$ cat src/rtl/lcdmux_pkg.sv
package lcdmux_pkg;

  localparam int unsigned NUM_COM = 4;
  typedef logic [1:0] com_idx_t;
  typedef logic [NUM_COM-1:0] com_vec_t;

  // one-hot mask selecting a backplane
  function automatic com_vec_t com_select(input com_idx_t idx);
    com_vec_t m;
    m = '0;
    m[idx] = 1'b1;
    return m;
  endfunction

  // enables during a loaded half: only the selected line is driven
  function automatic com_vec_t com_enables_loaded(input com_idx_t idx);
    return com_select(idx);
  endfunction

  // values during a loaded half: selected line low first, high second
  function automatic com_vec_t com_values_loaded(input com_idx_t idx, input logic pol);
    return pol ? com_select(idx) : '0;
  endfunction

  // scan index step with wrap
  function automatic com_idx_t com_next(input com_idx_t idx);
    return (idx == com_idx_t'(NUM_COM-1)) ? '0 : idx + 2'd1;
  endfunction

endpackage

$ cat src/rtl/lcd_tick_timer.sv
module lcd_tick_timer #(
  parameter int unsigned PRE_DIV  = 8,
  parameter int unsigned LOAD_AT  = 880,
  parameter int unsigned BLANK_AT = 1998
) (
  input  logic clk,
  input  logic rst_n,
  input  logic run,
  output logic load_ev,
  output logic blank_ev
);
  localparam int unsigned PW = (PRE_DIV > 1) ? $clog2(PRE_DIV) : 1;
  localparam int unsigned CW = $clog2(BLANK_AT + 1);

  logic [PW-1:0] pre_q;
  logic [CW-1:0] cnt_q;
  logic          tick;

  assign tick     = run && (pre_q == PW'(PRE_DIV - 1));
  assign load_ev  = tick && (cnt_q == CW'(LOAD_AT));
  assign blank_ev = tick && (cnt_q == CW'(BLANK_AT));

  always_ff @(posedge clk or negedge rst_n) begin
    if (!rst_n) begin
      pre_q <= '0;
      cnt_q <= '0;
    end else if (!run) begin
      pre_q <= '0;
      cnt_q <= '0;
    end else begin
      pre_q <= tick ? '0 : pre_q + 1'b1;
      if (blank_ev)  cnt_q <= '0;
      else if (tick) cnt_q <= cnt_q + 1'b1;
    end
  end

  AST_CNT_BOUND: assert property (@(posedge clk) disable iff (!rst_n)
    cnt_q <= CW'(BLANK_AT)) else $error("count past blank compare");
  AST_EVENT_EXCL: assert property (@(posedge clk) disable iff (!rst_n)
    !(load_ev && blank_ev)) else $error("load and blank together");
  AST_BLANK_RESTART: assert property (@(posedge clk) disable iff (!rst_n)
    blank_ev |=> (cnt_q == '0)) else $error("counter not restarted");

endmodule

$ cat src/rtl/lcd_scan_seq.sv
module lcd_scan_seq
  import lcdmux_pkg::*;
(
  input  logic     clk,
  input  logic     rst_n,
  input  logic     run,
  input  logic     load_ev,
  output logic     pol,
  output com_idx_t idx
);

  always_ff @(posedge clk or negedge rst_n) begin
    if (!rst_n) begin
      pol <= 1'b0;
      idx <= '0;
    end else if (!run) begin
      pol <= 1'b0;
      idx <= '0;
    end else if (load_ev) begin
      pol <= ~pol;
      if (pol) idx <= com_next(idx);
    end
  end

  AST_POL_TOGGLE: assert property (@(posedge clk) disable iff (!rst_n)
    (run && load_ev) |=> (pol != $past(pol))) else $error("polarity stuck");
  AST_IDX_HOLD_FIRST: assert property (@(posedge clk) disable iff (!rst_n)
    (run && load_ev && !pol) |=> $stable(idx)) else $error("index moved early");
  AST_IDX_STEP: assert property (@(posedge clk) disable iff (!rst_n)
    (run && load_ev && pol) |=> (idx == $past(idx) + 2'd1)) else $error("index step");
  AST_POL_CLEAR: assert property (@(posedge clk) disable iff (!rst_n)
    !run |=> (!pol && idx == '0)) else $error("state not cleared");

endmodule

$ cat src/rtl/lcd_seg_rows.sv
module lcd_seg_rows
  import lcdmux_pkg::*;
#(
  parameter int unsigned SEG_N = 38
) (
  input  logic             clk,
  input  logic             rst_n,
  input  logic             wr_en,
  input  com_idx_t         wr_addr,
  input  logic [SEG_N-1:0] wr_data,
  input  com_idx_t         rd_idx,
  output logic [SEG_N-1:0] rd_row
);
  logic [SEG_N-1:0] rows [NUM_COM];

  for (genvar r = 0; r < NUM_COM; r++) begin : g_row
    always_ff @(posedge clk or negedge rst_n) begin
      if (!rst_n)                                 rows[r] <= '0;
      else if (wr_en && wr_addr == com_idx_t'(r)) rows[r] <= wr_data;
    end
  end

  assign rd_row = rows[rd_idx];

endmodule

$ cat src/rtl/lcd_pin_drive.sv
module lcd_pin_drive
  import lcdmux_pkg::*;
#(
  parameter int unsigned SEG_N = 38
) (
  input  logic             clk,
  input  logic             rst_n,
  input  logic             run,
  input  logic             load_ev,
  input  logic             blank_ev,
  input  logic             pol,
  input  com_idx_t         idx,
  input  logic [SEG_N-1:0] row,
  output logic             seg_oe,
  output logic [SEG_N-1:0] seg_out,
  output com_vec_t         com_oe,
  output com_vec_t         com_out
);

  always_ff @(posedge clk or negedge rst_n) begin
    if (!rst_n) begin
      seg_oe  <= 1'b0;
      seg_out <= '0;
      com_oe  <= '0;
      com_out <= '0;
    end else if (!run) begin
      seg_oe  <= 1'b0;
      seg_out <= '0;
      com_oe  <= '0;
      com_out <= '0;
    end else if (blank_ev || !seg_oe) begin
      seg_oe  <= 1'b1;
      seg_out <= '0;
      com_oe  <= '1;
      com_out <= '0;
    end else if (load_ev) begin
      seg_oe  <= 1'b1;
      seg_out <= pol ? ~row : row;
      com_oe  <= com_enables_loaded(idx);
      com_out <= com_values_loaded(idx, pol);
    end
  end

  AST_RELEASE_IDLE: assert property (@(posedge clk) disable iff (!rst_n)
    !run |=> (!seg_oe && com_oe == '0)) else $error("lines driven while idle");
  AST_BLANK_LOW: assert property (@(posedge clk) disable iff (!rst_n)
    (run && blank_ev) |=> (seg_oe && seg_out == '0 && com_oe == '1 && com_out == '0))
    else $error("blank not all low");
  AST_COM_SHAPE: assert property (@(posedge clk) disable iff (!rst_n)
    seg_oe |-> ((com_oe == '1 && com_out == '0) ||
                ($countones(com_oe) == 1 && (com_out & ~com_oe) == '0)))
    else $error("backplane pattern");
  AST_SECOND_HIGH: assert property (@(posedge clk) disable iff (!rst_n)
    (run && load_ev && pol && seg_oe) |=> (com_out == com_oe)) else $error("second half level");
  AST_HALF_HOLD: assert property (@(posedge clk) disable iff (!rst_n)
    (run && seg_oe && !load_ev && !blank_ev) |=> (!seg_oe || $stable(seg_out)))
    else $error("segments changed mid-half");

endmodule

$ cat src/rtl/lcd_mux_drive.sv
module lcd_mux_drive
  import lcdmux_pkg::*;
#(
  parameter int unsigned SEG_N    = 38,
  parameter int unsigned PRE_DIV  = 8,
  parameter int unsigned LOAD_AT  = 880,
  parameter int unsigned BLANK_AT = 1998
) (
  input  logic             clk,
  input  logic             rst_n,
  input  logic             en,
  input  logic             wr_en,
  input  logic [1:0]       wr_addr,
  input  logic [SEG_N-1:0] wr_data,
  output logic             seg_oe,
  output logic [SEG_N-1:0] seg_out,
  output logic [3:0]       com_oe,
  output logic [3:0]       com_out
);
  logic             load_ev;
  logic             blank_ev;
  logic             pol;
  com_idx_t         idx;
  logic [SEG_N-1:0] row;

  lcd_tick_timer #(.PRE_DIV(PRE_DIV), .LOAD_AT(LOAD_AT), .BLANK_AT(BLANK_AT)) u_timer (
    .clk(clk), .rst_n(rst_n), .run(en), .load_ev(load_ev), .blank_ev(blank_ev)
  );

  lcd_scan_seq u_seq (
    .clk(clk), .rst_n(rst_n), .run(en), .load_ev(load_ev), .pol(pol), .idx(idx)
  );

  lcd_seg_rows #(.SEG_N(SEG_N)) u_rows (
    .clk(clk), .rst_n(rst_n), .wr_en(wr_en), .wr_addr(wr_addr), .wr_data(wr_data),
    .rd_idx(idx), .rd_row(row)
  );

  lcd_pin_drive #(.SEG_N(SEG_N)) u_pins (
    .clk(clk), .rst_n(rst_n), .run(en), .load_ev(load_ev), .blank_ev(blank_ev),
    .pol(pol), .idx(idx), .row(row),
    .seg_oe(seg_oe), .seg_out(seg_out), .com_oe(com_oe), .com_out(com_out)
  );

endmodule

$ cat config.mk
export PLATFORM = sky130hd
export DESIGN_NAME = lcd_mux_drive
export DESIGN_NICKNAME = d
export VERILOG_FILES = /design/src/rtl/lcdmux_pkg.sv /design/src/rtl/lcd_tick_timer.sv /design/src/rtl/lcd_scan_seq.sv /design/src/rtl/lcd_seg_rows.sv /design/src/rtl/lcd_pin_drive.sv /design/src/rtl/lcd_mux_drive.sv
export SDC_FILE = /design/constraint.sdc
export NUM_CORES = 1
export LEC_CHECK = 0
export ABC_AREA = 1
export BUFFER_PORTS_ARGS = -buffer_cell sky130_fd_sc_hd__buf_2
export CORE_ASPECT_RATIO = 1.4
export CORE_MARGIN = 1
export CORE_UTILIZATION = 50
export DETAILED_ROUTE_END_ITERATION = 8
export MAX_ROUTING_LAYER = met4
export PLACE_DENSITY = 0.71
export SKIP_CTS_REPAIR_TIMING = 1
export SKIP_LAST_GASP = 1
export SYNTH_ARGS = -nofsm -noshare
export SYNTH_HDL_FRONTEND = slang
export SYNTH_HIERARCHICAL = 1
export SYNTH_SLANG_ARGS = --single-unit
$ cat constraint.sdc
create_clock -name clk -period 3.2 [get_ports clk]
set_input_delay 0.8 -clock clk [delete_from_list [all_inputs] [get_ports clk]]
set_output_delay 0.8 -clock clk [all_outputs]
set_load 0.1 [all_outputs]
* Word level (Yosys, flattened, before mapping) *
Index checks and enable logic that the tools add are counted.

storage, ports and cells
  register bits after elaboration = 216

cells by class
  bitwise operators = 3
  equal/unequal tests = 11
  multiplexer cells = 30
  $add $sub $neg = 3
  order comparisons = 3
  reduce and logical (&&, ||, !) cells = 12

operators with widths
  kind                     number
  $mux W38                 6
  $bmux W38 S2             1
  $not A38 Y38             1
  $mux W11                 3
  $mux W4                  7
  $add A11 B1 Y11 const B  1
  $eq A11 B10 Y1 const B   1
  $eq A11 B11 Y1 const B   1
  $logic_and A1 B1 Y1      8
  $mux W2                  4
  $eq A2 B2 Y1 const B     3
  $mux W1                  6
  $mux W3                  2
  $ne A3 B1 Y1 const B     2
  $ne A2 B1 Y1 const B     2
  $add A3 B1 Y3 const B    1
  $eq A3 B3 Y1 const B     1
  $ge A3 B3 Y1 const B     1
  $lt A2 B3 Y1 const B     1
  $not A2 Y3               1
  $add A2 B1 Y2 const B    1
  $demux W1 S2             1
  $eq A2 B1 Y1 const B     1
  $ge A2 B1 Y1 const B     1
  5 further kinds          5

* Logic depth before layout (Yosys ltp) *
  word-level depth = 9
  gate-level depth with buffers = 12

* Hierarchy *
Netlist, hierarchy kept.

by module, submodules not included
  module          instances  cells an instance  area each (um^2)
  lcd_seg_rows    1          1113               7861.3
  lcd_pin_drive   1          382                2542.4
  lcd_tick_timer  1          109                913.4
  lcd_scan_seq    1          17                 137.6

* Worst setup path after synthesis *
No wires, ideal clock.

  path kind = input-to-reg
  start = input en
  end = register u_pins.com_oe[0]
  cell stages on the path = 7
  slack = 0.809 ns
  data arrival time = 2.324 ns
  required time = 3.132 ns
  path through = nand2_1 -> nor4_1 -> inv_2 -> a21oi_4 -> buf_6 -> nand2_1 -> nand2_1

between the ends
  elaborated cells between the ends (all ways) = 7
  classes of those cells = eq/ne (1); mux (2); reduce/logical (4)

RTL lines
  item                    RTL line              RTL
  start: declaration      lcd_mux_drive.sv:11   input logic en,
  $logic_and A1 B1 Y1     lcd_tick_timer.sv:19  assign tick = run && (pre_q == PW'(PRE_DIV - 1));
  $logic_and A1 B1 Y1     lcd_tick_timer.sv:20  assign load_ev = tick && (cnt_q == CW'(LOAD_AT));
  net load_ev             lcd_mux_drive.sv:20   logic load_ev;
  $ne A3 B1 Y1 (no line)  -
  end signal: assignment  lcd_pin_drive.sv:39   com_oe <= com_enables_loaded(idx);
  end: declaration        lcd_pin_drive.sv:16   output com_vec_t com_oe,

The timed path passes the listed nets, and every way through them passes these cells.
A chain may end at the register's enable or synchronous reset.

* Final worst setup path *
  start = register u_timer.cnt_q[0]
  end = register u_pins.seg_out[26]

between the ends
  word-level cells in the longest chain between the ends = 5
  elaborated cells between the ends (all ways) = 8
  classes of those cells = eq/ne (3); mux (2); reduce/logical (3)

ends and longest elaborated chain
  item                      RTL line              RTL
  start: declaration        lcd_tick_timer.sv:16  logic [CW-1:0] cnt_q;
  start signal: assignment  lcd_tick_timer.sv:33  else if (tick) cnt_q <= cnt_q + 1'b1;
  $eq A11 B11 Y1 *          lcd_tick_timer.sv:21  assign blank_ev = tick && (cnt_q == CW'(BLANK_AT));
  $logic_and A1 B1 Y1 *     lcd_tick_timer.sv:21
  net blank_ev              lcd_mux_drive.sv:21   logic blank_ev;
  $logic_or A1 B1 Y1 *      lcd_pin_drive.sv:31   end else if (blank_ev || !seg_oe) begin
  $mux W38                  lcd_pin_drive.sv:31
  $mux W38                  lcd_pin_drive.sv:26   end else if (!run) begin
  end signal: assignment    lcd_pin_drive.sv:38   seg_out <= pol ? ~row : row;
  end: declaration          lcd_pin_drive.sv:15   output logic [SEG_N-1:0] seg_out,

Mark *: on every way through the listed nets, which the timed path passes. The rest lies on a longest branch.

==> impl_metrics.yaml <==
routing:
  drc: 0
  via_per_inst: 5.099
  num_vias: 10066
  drt-total-wl_um: 29250
  antenna_left: 0
  first_pass_iters: 7
  first_iter_violations: 889
  wl_per_cell_um: 14.82
synth:
  mappedNetlistArea_um2: 11450
  synth_top_area_cell: "dfrtp_1"
  synth.distinct_cells: 28
  synth_top_area_frac: 0.4719
  synthCells: 1621
  ys_seq_elements: 216
  avgSynthCellArea_um2: 7.066
  ys_seq_area_frac: 0.4719
  synth_nets: 1670
  yosys_warnings: 6
  synthTopCellsByArea: "dfrtp_1, nand2_1, inv_1, nand3_1, nand4_1"
  synth_edf_count: 0
  synthFlopType: "dfrtp_1"
  async_flop_share: 1.000
sta:
  fin_crit_ns: 2.381
  fin_skew_ns: 0.01449
  setup_violations: 0
  worst_slack_ns: 0.8192
  hold_ws_ns: 0.3212
  fin_tns_setup_ns: 0
  worst_pin_slew_ns: 0.9594
  fin_crit_sh: 0.7440
  rsz0062_at_grt: "false"
  hold_violations: 0
  fmax_mhz: 420.0
  slew_headroom: 0.3604
  slew_violations: 0
global_routing:
  grt_max_degree: 85
  antenna_found_initial: 3
  grt_pass1_vias: 9670
  grt.total_usage: 0.2689
  overflow: 0
  grt_first_pass_wirelength_um: 48800
clocking:
  clkSlewWorstSetupHoldPaths_ns: 0.06
  clk_root_buffer_cell: "clkbuf_16"
  clk_latency_ns: 0.51
  clk_path_buf_depth: 3
  numCtsBuffers: 23
  cts_tree: "yes"
  h-tree-depth: 1
  cts_sinks: 216
run:
  drv_cap: 0
floorplanning:
  ios: 91
  rows: 65
  core-area_um2: 22530
  die_area_um2: 23530
  floorplan.initialDensity: 0.5085
  dieWidth_um: 129.9
  die_h_um: 181.1
finish:
  final_common_cell: "nand2_1"
  nets: 1709
  drive_gt1_frac: 0.1060
  final_cells: 1974
  layout.cells.most_common_list: "nand2_1, dfrtp_1, inv_1, nand3_1, nor2_1"
  area_growth_pct: 10.82
  fin_util: 0.5635
hold_path:
  hp-class: "input port to async pin"
setup_path:
  critical_path_class: "register to register"
  cp.required_ns: 3.63
  critPathMaxFanout: 34
  start_kind: "register"
  critPathArrivalTime_ns: 2.81
  cp-end-kind: "register"
placement:
  dpl.hpwl_um: 18200
  dp_slack_ns: 0.6813
  routabilityCongestion: 0.7963
  place_inst: 1936
  portBuffers: 90
power:
  cellPowerDensity_nw_per_um2: 540.4
  p_leak_nw: 7.217
  peakVddDrop_uv: 368.0
status:
  status: "finished, final reports clean"
-- critical path: stages (launching register included) --
cell     delay [ns]
dfrtp_1        0.43
inv_1          0.11
ha_1           0.15
nand2_1        0.06
nor2_2         0.15
nand3_4        0.15
nor2_1         0.34
nor2_4         0.17
a21oi_4        0.37
buf_12         0.23
nand2_1        0.08
nand2_1        0.06
-- registers in the layout (all words and copies together) (netlist names) --
| name | cells |
|---|---|
| u_pins/seg_out | 38 |
| u_timer/pre_q | 3 |
| u_timer/cnt_q | 11 |
| u_pins/com_oe | 4 |
| u_pins/com_out | 4 |
| u_seq/pol | 1 |
| u_seq/idx | 2 |
| u_pins/seg_oe | 1 |
| u_rows/rows | 152 |
-- path summary, 6_finish.rpt --
kind | start | to | slack (ns) | cells past startpoint
worst min register to register | u_timer/pre_q[0]$_DFF_PN0_ | u_timer/pre_q[0]$_DFF_PN0_ | 0.43 | 1
worst max-delay path | u_timer/cnt_q[0]$_DFFE_PN0P_ | u_pins/seg_out[26]$_DFFE_PN0P_ | 0.82 | 11
min in group clk | u_timer/pre_q[0]$_DFF_PN0_ | u_timer/pre_q[0]$_DFF_PN0_ | 0.43 | 1
max in group asynchronous | rst_n | u_rows/rows[119]$_DFFE_PN0P_ | 1.98 | 2
worst max register to register | u_timer/cnt_q[0]$_DFFE_PN0P_ | u_pins/seg_out[26]$_DFFE_PN0P_ | 0.82 | 11
worst min-delay path | rst_n | u_pins/seg_out[34]$_DFFE_PN0P_ | 0.32 | 1
-- synth_stat cells (6+ instances only) --
| library cell | number |
|---|---|
| clkbuf_1 | 33 |
| dfrtp_1 | 216 |
| inv_1 | 211 |
| nand2_1 | 713 |
| nor2_1 | 93 |
| buf_6 | 8 |
| buf_2 | 50 |
| inv_2 | 6 |
| nand4_1 | 80 |
| o21ai_1 | 40 |
| nand3_1 | 126 |
-- where the power goes --
part / switching, W / leakage (nW) / total, W / internal [W]
Clock: 0.00104 / 0.326 / 0.00243 / 0.00140
Sequential: 0.000179 / 2.77 / 0.00325 / 0.00307
Combinational: 0.000835 / 4.12 / 0.00118 / 0.000345
Total: 0.00205 / 7.22 / 0.00686 / 0.00481
-- kinds of logic (layout without fill, tap and decap cells) --
| logic type | count (synthesis) | count (layout) | synth area share |
|---|---|---|---|
| and+or+nand+nor | 1027 | 1027 | 0.3765 |
| other | 0 | 3 | 0 |
| AOI/OAI and AO/OA | 50 | 50 | 0.02578 |
| buffers and inverters | 318 | 367 | 0.1165 |
| DFF | 216 | 216 | 0.4719 |
| xor gates and xnor gates | 5 | 5 | 0.003824 |
| adders and majority gates | 5 | 5 | 0.005461 |
-- area by class of cell --
| cell class | instances | area [µm²] |
|---|---|---|
| fillers | 2166 | 9833 |
| clock buffers | 32 | 649.4 |
| multi-input cells | 1087 | 4722 |
| repair buffers | 115 | 699.4 |
| inverters | 217 | 814.5 |
| clock inverters | 3 | 17.52 |
| well taps | 301 | 376.6 |
| diodes | 3 | 7.507 |
| flip-flops and latches | 216 | 5408 |
-- metrics by stage --
| stage | instance area (µm²) | total power (W) |
|---|---|---|
| 2_1_floorplan | 11450 | 0.004119 |
| 3_3_place_gp | 12020 | 0.004422 |
| 3_5_place_dp | 12020 | 0.004462 |
| 4_1_cts | 12690 | 0.006903 |
| 5_1_grt | 12690 | 0.007223 |
| 6_report | 12690 | 0.006860 |
-- routing by layer --
layer	vias to the layer above	track usage	wire, µm
li1	5019	-	-
met3	44	0.03109	1786
met4	0	0.06326	435
met1	4702	0.3472	12580
met5	-	-	0
met2	301	0.4496	14440
(Power assumes the default switching activity.)
